==> config.mk <==
export PLATFORM = sky130hd
export DESIGN_NAME = memfill_engine
export DESIGN_NICKNAME = d
export VERILOG_FILES = /design/src/rtl/memfill_pkg.sv /design/src/rtl/memfill_req_check.sv /design/src/rtl/memfill_beat_seq.sv /design/src/rtl/memfill_engine.sv
export SDC_FILE = /design/constraint.sdc
export NUM_CORES = 1
export LEC_CHECK = 0
export ABC_AREA = 1
export CORE_UTILIZATION = 49
export CTS_BUF_LIST = sky130_fd_sc_hd__clkbuf_4
export DETAILED_ROUTE_END_ITERATION = 8
export PLACE_DENSITY = 0.81
export SYNTH_ARGS = -nofsm -noshare
export SYNTH_HDL_FRONTEND = slang
export SYNTH_SLANG_ARGS = --single-unit
export TNS_END_PERCENT = 30
==> constraint.sdc <==
create_clock -name clk -period 2.8 [get_ports clk]
set_input_delay 0.56 -clock clk [delete_from_list [all_inputs] [get_ports clk]]
set_output_delay 0.56 -clock clk [all_outputs]
set_load 0.005 [all_outputs]
==> src/rtl/memfill_pkg.sv <==
package memfill_pkg;

    localparam int BEAT_BYTES = 8;
    localparam int DATA_W     = 64;
    localparam int BE_W       = 8;

    typedef enum logic [1:0] {
        RSP_OK   = 2'd0,
        RSP_BUSY = 2'd1,
        RSP_BAD  = 2'd2
    } rsp_e;

    typedef struct packed {
        logic [31:0] hi;
        logic [31:0] lo;
    } pattern_t;

    // Byte-enable mask for a beat with n bytes remaining (n >= 8 -> full).
    function automatic logic [BE_W-1:0] tail_mask(input logic [3:0] n);
        logic [8:0] m;
        if (n >= 4'd8) begin
            return {BE_W{1'b1}};
        end
        m = (9'd1 << n) - 9'd1;
        return m[BE_W-1:0];
    endfunction

endpackage

==> src/rtl/memfill_req_check.sv <==
module memfill_req_check #(
    parameter int              ADDR_W    = 32,
    parameter longint unsigned MIN_BYTES = 64'd8,
    parameter longint unsigned MAX_BYTES = 64'hFFFF_FFFF,
    localparam int             SIZE_W    = ADDR_W + 1
) (
    input  logic [2:0]        dst_low,
    input  logic [SIZE_W-1:0] size_in,
    output logic [SIZE_W-1:0] size_eff,
    output logic              params_ok
);
    localparam logic [SIZE_W-1:0] FULL_SPAN = {1'b1, {ADDR_W{1'b0}}};
    localparam logic [SIZE_W-1:0] LO_LIM    = SIZE_W'(MIN_BYTES);
    localparam logic [SIZE_W-1:0] HI_LIM    = SIZE_W'(MAX_BYTES);

    always_comb begin
        size_eff  = (size_in == FULL_SPAN) ? (FULL_SPAN - SIZE_W'(1)) : size_in;
        params_ok = (size_eff >= LO_LIM) && (size_eff <= HI_LIM) && (dst_low == 3'd0);
    end

endmodule

==> src/rtl/memfill_beat_seq.sv <==
module memfill_beat_seq
    import memfill_pkg::*;
#(
    parameter  int ADDR_W = 32,
    parameter  int LIM_W  = 3,
    localparam int SIZE_W = ADDR_W + 1,
    localparam int CNT_W  = (1 << LIM_W) - 1
) (
    input  logic              clk,
    input  logic              rst,
    input  logic              load,
    input  logic [ADDR_W-1:0] dst,
    input  logic [SIZE_W-1:0] size,
    input  logic [LIM_W-1:0]  lim,
    input  logic              fire,
    output logic [ADDR_W-1:0] addr,
    output logic [BE_W-1:0]   be,
    output logic              wlast,
    output logic              final_beat
);
    logic [SIZE_W-1:0] rem_q;
    logic [CNT_W-1:0]  bcnt_q;
    logic [LIM_W-1:0]  lim_q;
    logic [CNT_W:0]    burst_span;
    logic [CNT_W-1:0]  burst_top;

    always_comb begin
        burst_span = (CNT_W + 1)'(1) << lim_q;
        burst_top  = CNT_W'(burst_span - (CNT_W + 1)'(1));
        final_beat = (rem_q <= SIZE_W'(BEAT_BYTES));
        be         = final_beat ? tail_mask(rem_q[3:0]) : {BE_W{1'b1}};
        wlast      = final_beat || (bcnt_q == burst_top);
    end

    always_ff @(posedge clk) begin
        if (rst) begin
            addr   <= '0;
            rem_q  <= '0;
            bcnt_q <= '0;
            lim_q  <= '0;
        end else if (load) begin
            addr   <= dst;
            rem_q  <= size;
            bcnt_q <= '0;
            lim_q  <= lim;
        end else if (fire) begin
            addr   <= addr + ADDR_W'(BEAT_BYTES);
            rem_q  <= final_beat ? '0 : rem_q - SIZE_W'(BEAT_BYTES);
            bcnt_q <= wlast ? '0 : bcnt_q + CNT_W'(1);
        end
    end


    burst_len_chk: assert property (@(posedge clk) disable iff (rst)
        fire |-> (bcnt_q <= burst_top));


    addr_step_chk: assert property (@(posedge clk) disable iff (rst)
        (fire && !final_beat) |=> (addr == $past(addr) + ADDR_W'(BEAT_BYTES)));

endmodule

==> src/rtl/memfill_engine.sv <==
module memfill_engine
    import memfill_pkg::*;
#(
    parameter  int              ADDR_W    = 32,
    parameter  int              LIM_W     = 3,
    parameter  longint unsigned MIN_BYTES = 64'd8,
    parameter  longint unsigned MAX_BYTES = 64'hFFFF_FFFF,
    localparam int              SIZE_W    = ADDR_W + 1
) (
    input  logic              clk,
    input  logic              rst,
    input  logic              start,
    input  logic [ADDR_W-1:0] cfg_dst,
    input  logic [SIZE_W-1:0] cfg_size,
    input  logic [31:0]       cfg_hi,
    input  logic [31:0]       cfg_lo,
    input  logic [LIM_W-1:0]  cfg_burst_log2,
    input  logic              irq_clr,
    output logic              rsp_valid,
    output logic [1:0]        rsp_code,
    output logic              active,
    output logic              done,
    output logic              irq,
    output logic              mem_valid,
    input  logic              mem_ready,
    output logic [ADDR_W-1:0] mem_addr,
    output logic [DATA_W-1:0] mem_data,
    output logic [BE_W-1:0]   mem_be,
    output logic              mem_wlast
);
    logic [SIZE_W-1:0] size_eff;
    logic              params_ok;
    logic              load;
    logic              fire;
    logic              final_beat;
    pattern_t          pat_q;
    rsp_e              rsp_q;

    memfill_req_check #(
        .ADDR_W   (ADDR_W),
        .MIN_BYTES(MIN_BYTES),
        .MAX_BYTES(MAX_BYTES)
    ) u_check (
        .dst_low  (cfg_dst[2:0]),
        .size_in  (cfg_size),
        .size_eff (size_eff),
        .params_ok(params_ok)
    );

    assign load      = start && !active && params_ok;
    assign mem_valid = active;
    assign fire      = active && mem_ready;
    assign mem_data  = pat_q;
    assign rsp_code  = rsp_q;

    memfill_beat_seq #(
        .ADDR_W(ADDR_W),
        .LIM_W (LIM_W)
    ) u_seq (
        .clk       (clk),
        .rst       (rst),
        .load      (load),
        .dst       (cfg_dst),
        .size      (size_eff),
        .lim       (cfg_burst_log2),
        .fire      (fire),
        .addr      (mem_addr),
        .be        (mem_be),
        .wlast     (mem_wlast),
        .final_beat(final_beat)
    );

    always_ff @(posedge clk) begin
        if (rst) begin
            active    <= 1'b0;
            rsp_valid <= 1'b0;
            rsp_q     <= RSP_OK;
            done      <= 1'b0;
            irq       <= 1'b0;
            pat_q     <= '0;
        end else begin
            rsp_valid <= start;
            done      <= 1'b0;
            if (start) begin
                if (active) begin
                    rsp_q <= RSP_BUSY;
                end else if (!params_ok) begin
                    rsp_q <= RSP_BAD;
                end else begin
                    rsp_q  <= RSP_OK;
                    active <= 1'b1;
                    pat_q  <= '{hi: cfg_hi, lo: cfg_lo};
                end
            end
            if (fire && final_beat) begin
                active <= 1'b0;
                done   <= 1'b1;
            end
            if (fire && final_beat) begin
                irq <= 1'b1;
            end else if (irq_clr) begin
                irq <= 1'b0;
            end
        end
    end


    hold_beat_chk: assert property (@(posedge clk) disable iff (rst)
        (mem_valid && !mem_ready) |=> (mem_valid && $stable(mem_addr) && $stable(mem_data)
                                       && $stable(mem_be) && $stable(mem_wlast)));


    done_pulse_chk: assert property (@(posedge clk) disable iff (rst)
        done |=> !done);


    done_idle_chk: assert property (@(posedge clk) disable iff (rst)
        done |-> (!active && !mem_valid));


    irq_hold_chk: assert property (@(posedge clk) disable iff (rst)
        (irq && !irq_clr) |=> irq);


    busy_rsp_chk: assert property (@(posedge clk) disable iff (rst)
        (start && active) |=> (rsp_valid && rsp_code == RSP_BUSY));


    bad_idle_chk: assert property (@(posedge clk) disable iff (rst)
        (rsp_valid && rsp_code == RSP_BAD) |-> !mem_valid);


    be_shape_chk: assert property (@(posedge clk) disable iff (rst)
        mem_valid |-> (mem_be != '0 && $onehot0({1'b0, mem_be} + 9'd1)));

endmodule

Yosys cells after proc, flatten, opt, wreduce, memory -nomap -nowiden
Index checks and enable logic that the tools add are counted.

operators by class
  $add $sub $neg = 5
  $mul = 0
  divide/modulo/power cells = 0
  order comparisons = 4
  eq/ne operators = 2
  shifts and indexed selects = 2
  mux-type cells = 18
  bitwise gates (word level) = 1
  reductions and logical operators = 14

operators by type and width
  cell                   count
  $mux 33                4
  $mux 32                2
  $eq 33x33->1 const B   1
  $ge 33x4->1 const B    1
  $le 33x32->1 const B   1
  $le 33x4->1 const B    1
  $sub 33x4->33 const B  1
  $add 32x4->32 const B  1
  $mux 8                 3
  $shl 1x4->8 const A    1
  $sub 8x1->8 const B    1
  $add 7x1->7 const B    1
  $eq 7x7->1             1
  $mux 7                 1
  $shl 1x3->7 const A    1
  $sub 7x1->7 const B    1
  $logic_and 1x1->1      6
  $mux 1                 6
  $ge 4x4->1 const B     1
  $mux 2                 2
  $reduce_bool 2->1      2
  $reduce_or 2->1        2
  $logic_not 3->1        1
  $reduce_and 3->1       1
  3 further kinds        3

word-level totals
  register bits = 145
  latch bits = 0
  RAM bits = 0
  bits in read-only memories = 0
  output and inout port bits = 112
  logic and storage cells = 57
  memories = 0

Logic depth before layout (Yosys ltp)
Gate-level depths: netlist (run 1).

  word-level depth = 7
  gate-level depth with buffers = 14
  depth with buffers taken out = 13

Modules after synthesis
From an unflattened synthesis (run 1), not the netlist that was laid out.

second synthesis, totals
  cell total of the unflattened synthesis = 1331
  area total of the unflattened synthesis = 8454.4 um^2

modules (own cells, without submodules)
  module             times used  cells each  area each (um^2)
  memfill_beat_seq   1           781         5111.2
  memfill_engine     1           434         2854.0
  memfill_req_check  1           116         489.2

Worst setup path before layout (run 1)
Ideal clock, no wire load.

  kind = register to output
  from = reg u_seq.rem_q[3]
  to = out mem_be[4]
  arrival = 1757 ps
  data required time = 2240 ps
  slack = 483 ps
  cell stages (with the launch flop) = 12
  path buffers = 0
  path through = dfxtp_1 clkinv_1 ha_1 nand2_1 inv_1 nand3_1 nor3_1 nand4_1 nand2_1 nand2_1 nor2_1 o21ai_0

on the way
  word-level cells in the longest chain between the ends = 4
  elaborated cells between the ends (all ways) = 7

RTL lines
  element                                              line                    text
  start: declaration                                   memfill_beat_seq.sv:21  logic [SIZE_W-1:0] rem_q;
  start signal: assignment                             memfill_beat_seq.sv:43  rem_q <= size;
  start signal: assignment                             memfill_beat_seq.sv:48  rem_q <= final_beat ? '0 : rem_q - SIZE_W'(BEAT_BYTES);
  branches (longest 3 deep; another with $le 33x4->1)  -
  $mux 8 (*)                                           memfill_beat_seq.sv:31  be = final_beat ? tail_mask(rem_q[3:0]) : {BE_W{1'b1}};
  end: declaration                                     memfill_engine.sv:28    output logic [BE_W-1:0] mem_be,

Every way passes the cells marked *.

Worst setup path after layout (run 1)
  from = reg u_seq.rem_q[10]
  to = out mem_be[0]

on the way
  word-level cells in the longest chain between the ends = 2

RTL lines
  element      line                    text
  $le 33x4->1  memfill_beat_seq.sv:30  final_beat = (rem_q <= SIZE_W'(BEAT_BYTES));
  $mux 8       memfill_beat_seq.sv:31

Every way passes these cells.

==> results of run 1 <==
## cell usage after synthesis
cell type	number	area share, %
or3_1	1	0.076
dfxtp_1	145	35
o211ai_1	5	0.45
nand3_2	1	0.12
nand3b_1	2	0.18
buf_2	29	1.8
inv_1	106	4.8
nand2_1	410	19
clkinv_1	1	0.045
buf_4	5	0.45
nor3b_1	1	0.091
a31oi_1	1	0.076
nor4_1	2	0.15
nand2_4	1	0.14
nand3_1	89	5.4
a21o_1	1	0.091
nand4_1	66	5.0
o21bai_1	1	0.091
and2_1	1	0.076
or2_2	4	0.30
buf_6	1	0.14
clkbuf_1	32	1.5
nand2_2	1	0.076
a21oi_1	104	6.3
ha_1	5	0.76
o21a_1	2	0.18
buf_1	4	0.18
nor2_4	1	0.14
nor2_1	231	10
nor3_1	17	1.0
a21boi_0	1	0.091
xnor2_1	11	1.2
a211oi_1	1	0.091
o21ai_0	17	1.0
nor2_2	1	0.076
nand3_4	1	0.21
and3_1	1	0.076
xor2_1	34	3.6
## path summary, 6_finish.rpt
path | from | end | slack [ns] | cells past startpoint
setup / recovery | u_seq.rem_q[10] | mem_be[0] | -0.03 | 13
hold / removal | rst | u_seq.addr[1] | 0.43 | 2
setup reg to reg | u_seq.rem_q[5] | u_seq.rem_q[32] | 0.58 | 11
hold reg to reg | u_seq.addr[1] | u_seq.addr[1] | 0.45 | 2
## cells by family after synthesis
family                   Yosys count  synth area share, %
AND/OR/NAND/NOR                  831                 42.2
buffers and inverters            178                 8.83
flip-flops                       145                 35.1
AO/OA/AOI/OAI                    133                 8.39
XOR/XNOR                          45                 4.76
adder cells (fa/ha/maj)            5                0.756
## final cells by class
type	instances	area [sq um]
multi-input cells	1014	4880
diodes	1	2.50
clock buffers	18	135
well taps	220	275
clock inverters	14	133
repair buffers	321	3120
inverters	107	405
fillers	1395	4630
flip-flops and latches	145	2940
## registers in the layout, indices dropped and copies added, names as in the netlist
register / count
u_seq.rem_q: 33
mem_data: 64
active: 1
rsp_code: 2
irq: 1
u_seq.bcnt_q: 7
rsp_valid: 1
done: 1
u_seq.addr: 32
u_seq.lim_q: 3
## per-stage QoR
step                setup WS [ns]  instances  TNS, ns  util, %  area, sq um
floorplan                   0.483       1337        0        -         8280
global route               -0.138       1840    -1.02     72.0        11900
CTS                        -0.197       1832    -1.18     70.8        11700
detailed placement         -0.153       1787    -9.11     68.0        11200
finish                    -0.0276       1840  -0.0901     72.0        11900
global placement          -0.0718       1787    -4.78     68.0        11200
## repair_timing
action                     4_1_cts  5_1_grt
resized for setup               55       55
pin swaps                        8       14
setup buffers                   13        7
setup endpoints to repair        9        9
## metal layers
layer | up-vias | track usage [%]
met1 | 4504 | 38.3
met3 | 78 | 8.27
met2 | 496 | 52.1
met4 | 0 | 13.8
li1 | 4817 | -
met5 | - | 0
## where the power goes
group / internal [W] / switching (W) / total, W
combinational: 0.000528 / 0.000580 / 0.00111
clock: 0.000460 / 0.000854 / 0.00131
sequential: 0.00210 / 0.0000389 / 0.00214
## cell usage in the layout (no fill, tap or decap), types with 2 or more instances in the layout
cell             instances
nand2_1                404
clkdlybuf4s50_1        238
nor2_1                 210
dfxtp_1                126
inv_1                  104
a21oi_1                103
nand3_1                 85
nand4_1                 66
buf_4                   62
xor2_1                  34
clkbuf_4                18
o21ai_0                 16
nor3_1                  16
dfxtp_2                 15
nor2_4                  14
xnor2_1                 11
buf_12                  10
nor2_2                   9
clkbuf_2                 7
nand2_2                  6
o211ai_1                 5
clkinv_4                 5
or2_2                    4
dfxtp_4                  4
nand3_4                  3
nand3_2                  3
ha_1                     3
clkinvlp_4               3
nand2_4                  2
nor4_4                   2
nand3b_1                 2
o21a_1                   2
ha_4                     2
clkinv_1                 2
inv_6                    2
buf_6                    2
## worst reg2reg max path, cell delays in order (launching register included)
cell     delay (ns)
dfxtp_2        0.36
buf_4          0.16
nor2_1         0.17
nand2_1        0.10
nor2_1         0.23
nand2_1        0.24
nor2_1         0.24
nand2_1        0.11
nor2_1         0.18
or2_2          0.14
nand4_1        0.09
a21oi_1        0.16
==> results.yml, run 1 <==
run_status:
  status: "finished with violations"
  failed_checks: "negative setup slack"
die:
  die_area_sq_um: 17400
  ios: 249
  die_x_microns: 132
  fp-row-count: 47
  start_util_pct: 50.1
  core_sq_um: 16500
  die_height_microns: 132
timing:
  tightest_slew_ns: 0.642
  maxSlewViolCount: 0
  finalWorstPathRequiredPeriod_ns: 2.83
  setup_violations: 5
  slew_headroom_pct: 57.0
  fin_ws_ns: -0.0276
  finClkSkew_ns: 0.0280
  hold_viol_final: 0
  fin_hold_ws_ns: 0.433
  min_period_over_period_pct: 101
  max_freq_mhz: 354
  rsz0062_at_grt: "yes"
synth:
  yosysUniqueCellTypes: 38
  synth.avg_cell_area_sq_um: 6.19
  synth_warnings: 0
  synth_seq_cells: 145
  syn-cell-area_sq_um: 8280
  seq_area_frac_synth_pct: 35.1
  syn_nets: 1479
  synthCells: 1337
clock_tree:
  cts_tree: "done"
  clk_pin_slew_worst_paths_ns: 0.14
  holdBufCountCts: 0
  cts-root-buf: "clkbuf_4"
  cts_made_buffers: 17
  htree_levels: 4
  clk_latency_ns: 0.57
  cts_buffer_depth: 2
  cts_sinks: 145
worst_setup_path:
  cp_cell_sequence: "nor2_4, nand2_4, nor2_4, nand3_4, nor3_2, nand4_1, nand2_1, nand2_2, nor2_1, buf_4, buf_6, nand3_2, clkbuf_2"
  cp.required_ns: 2.24
  critical_path.max_stage_delay_ns: 0.39
  cpMostUsedCell: "nor2_4"
  crit_buf_inv: 3
  crit_path_end_kind: "output pin"
  cp_top_family: "simple AND/OR/NAND/NOR gates"
  cp-start-kind: "flop"
  arrival_ns: 2.27
  critPathKind: "reg2out"
  crit_fanout: 4
  cpMaxStageDelayCell: "dfxtp_4"
grt:
  antenna_found_initial: 1
  grt_overflow: 0
  grt_usage_pct: 31.4
  grt_pass1_wl_mm: 44.1
  grt_max_degree: 66
  grt_pass1_vias: 9116
detailed_routing:
  drc: 0
  vias: 9895
  dr.max_layer_used: "met4"
  avgRoutedWirePerCell_microns: 15.2
  dr_wl_met2_mm: 13.1
  vias_per_cell: 5.38
  first_iter_violations: 917
  wl_mm: 28.1
  dr.pass1.iters: 5
  wl_met1_mm: 11.3
  ant_nets: 0
  wl_met3_mm: 2.56
power:
  finalPower_w: 0.00456
  ir_drop_mv: 0.267
  cellPowerDensity_nw_per_um2: 383
  p_leak_nw: 4.97
layout:
  area_growth_pct: 43.7
  fin_nets: 1748
  layout-drive-gt1-share_pct: 11.3
min_path:
  min_path_type: "in2reg"
placement:
  io_buffers: 248
  gp_congestion: 0.959
  dpl.hpwl_mm: 19.9
flow_run:
  max-cap-violations: 0
Power figures use the tool's default switching activity.
==> run 2, diff against run 1 <==
--- a/config.mk
+++ b/config.mk
@@ -9,6 +9,7 @@
 export CORE_UTILIZATION = 49
 export CTS_BUF_LIST = sky130_fd_sc_hd__clkbuf_4
 export DETAILED_ROUTE_END_ITERATION = 8
+export GPL_ROUTABILITY_DRIVEN = 0
 export PLACE_DENSITY = 0.81
 export SYNTH_ARGS = -nofsm -noshare
 export SYNTH_HDL_FRONTEND = slang
==> run 2 against run 1 <==
The run still ends with negative setup slack left. Critical endpoint is now mem_be[2]. Register-to-register slack improved by 0.06 ns. Die area unchanged. Largest power group unchanged. Design area grew 0.32%. Wire length fell by 0.47%. Maximum frequency fell by 3.0%. Worst setup slack got worse by 0.086 ns. Clock skew is 0.0050 ns lower. Total power is 3.6% higher. Core utilization grew 0.23 points.
==> results.yml, run 2 (synthesized netlist as in run 1, its figures left out) <==
die:
  start_util_pct: 50.1
  die_height_microns: 132
  ios: 249
  core_sq_um: 16500
  die_x_microns: 132
  die_area_sq_um: 17400
  fp-row-count: 47
power:
  clkPwrFrac_pct: 31.2
  p_leak_nw: 5.00
  cellPowerDensity_nw_per_um2: 396
  intPower_w: 0.00326
  swShare_pct: 31.0
  comb_power_share_pct: 23.6
  seq_power_share_pct: 45.2
  ir_drop_mv: 0.305
  power.switching_w: 0.00146
worst_setup_path:
  cp_cell_sequence: "nor2_2, nand2_2, nor4_2, nand2_1, nand2_1, nand2_2, nor2_2, buf_6, buf_6, nand3_2, buf_2"
  crit_buf_inv: 3
  cpMaxStageDelayCell: "dfxtp_1"
  cp-start-kind: "flop"
  critical_path.max_stage_delay_ns: 0.39
  crit_path_end_kind: "output pin"
  critPathKind: "reg2out"
  cp.required_ns: 2.24
  arrival_ns: 2.35
  cp_top_family: "simple AND/OR/NAND/NOR gates"
  crit_fanout: 4
timing:
  rsz0062_at_grt: "yes"
  maxSlewViolCount: 0
  finClkSkew_ns: 0.0230
  finalWorstPathRequiredPeriod_ns: 2.91
  min_period_over_period_pct: 104
  hold_viol_final: 0
  slew_headroom_pct: 55.7
  fin_ws_ns: -0.114
  max_freq_mhz: 343
  tightest_slew_ns: 0.661
  setup_violations: 5
grt:
  antenna_found_initial: 1
  grt_max_degree: 59
  grt_pass1_wl_mm: 43.7
  grt_pass1_vias: 8920
  grt_overflow: 0
  grt_usage_pct: 31.4
clock_tree:
  cts_tree: "done"
  cts_made_buffers: 17
  cts-root-buf: "clkbuf_4"
  cts_sinks: 145
  clk_latency_ns: 0.57
  cts_buffer_depth: 2
  clk_pin_slew_worst_paths_ns: 0.14
  holdBufCountCts: 0
  htree_levels: 4
run_status:
  status: "finished with violations"
  failed_checks: "negative setup slack"
min_path:
  min_path_type: "reg2reg"
layout:
  fin_nets: 1754
  stdcell_count: 1845
  layout-drive-gt1-share_pct: 11.1
  largest_reg_flops: 64
  area_growth_pct: 44.1
  layout_commonest_cell: "nand2_1"
  fillCellCount: 1396
  final_cell_mix: "nand2_1, clkdlybuf4s50_1, nor2_1"
detailed_routing:
  wl_mm: 27.9
  first_iter_violations: 937
  vias: 9854
  avgRoutedWirePerCell_microns: 15.1
  ant_nets: 0
  dr.pass1.iters: 6
  vias_per_cell: 5.34
  drc: 0
flow_run:
  max-cap-violations: 0
placement:
  place_inst: 1793
  io_buffers: 248
  dpl_worst_slack_ns: -0.190
  dpl.hpwl_mm: 19.9
-- run 2: cell types whose count changed in the layout (fill, tap and decap cells not counted), moves of 3 or more --
cell,before,now
buf_2,1,5
buf_4,62,66
clkbuf_2,7,3
clkinv_4,5,2
dfxtp_1,126,132
dfxtp_2,15,8
nor2_2,9,12
nor2_4,14,10
-- run 2: cell type report --
type                    instances  area [sq um]  area share [%]
inverters                     107           409            3.43
repair buffers                327          3170            26.6
well taps                     220           275            2.31
multi-input cells            1014          4830            40.5
flip-flops and latches        145          2930            24.6
clock inverters                14           179            1.50
clock buffers                  17           128            1.07
diodes                          1          2.50          0.0210
-- run 2: routing by layer --
metal	track usage (%)	wire (microns)	up-vias
met4	14.4	1030	0
met5	0	0	-
met2	51.7	13000	493
met3	8.80	2750	75
met1	37.9	11100	4456
li1	-	-	4830
-- run 2: final timing paths --
path	from	to	slack [ns]	cells past startpoint
max	u_seq.rem_q[17]	mem_be[2]	-0.11	11
min	u_seq.addr[2]	u_seq.addr[2]	0.44	2
max reg2reg	u_seq.rem_q[4]	u_seq.rem_q[32]	0.64	11
min reg2reg	u_seq.addr[2]	u_seq.addr[2]	0.44	2
-- run 2: power by group through the flow --
stage / clock, W / combinational, W / sequential [W]
6_report: 0.00147 / 0.00112 / 0.00213
3_5_place_dp: 0 / 0.00103 / 0.00218
5_1_grt: 0.00159 / 0.00120 / 0.00214
2_1_floorplan: 0 / 0.000483 / 0.00217
4_1_cts: 0.00150 / 0.00105 / 0.00213
3_3_place_gp: 0 / 0.00102 / 0.00218
-- run 2: repair_timing --
item,4_1_cts,5_1_grt
resized for setup,66,39
buffers inserted,11,9
endpoints found under the setup margin,9,9
pin swaps,11,9
-- run 2: through the flow --
step	instance area [sq um]	utilization [%]	total power, W	setup TNS, ns	hold WS [ns]
floorplan	8280	-	0.00265	0	0.425
global placement	11300	68.3	0.00319	-5.74	0.418
detailed placement	11300	68.3	0.00321	-13.95	0.426
CTS	11800	71.2	0.00469	-0.542	0.449
global route	11900	72.2	0.00493	-1.89	0.467
finish	11900	72.2	0.00472	-0.528	0.443
-- run 2: tightest hold or removal path, stage by stage, from the launching register on --
cell and delay [ns]:
dfxtp_1 0.34, inv_1 0.05, nor2_1 0.03
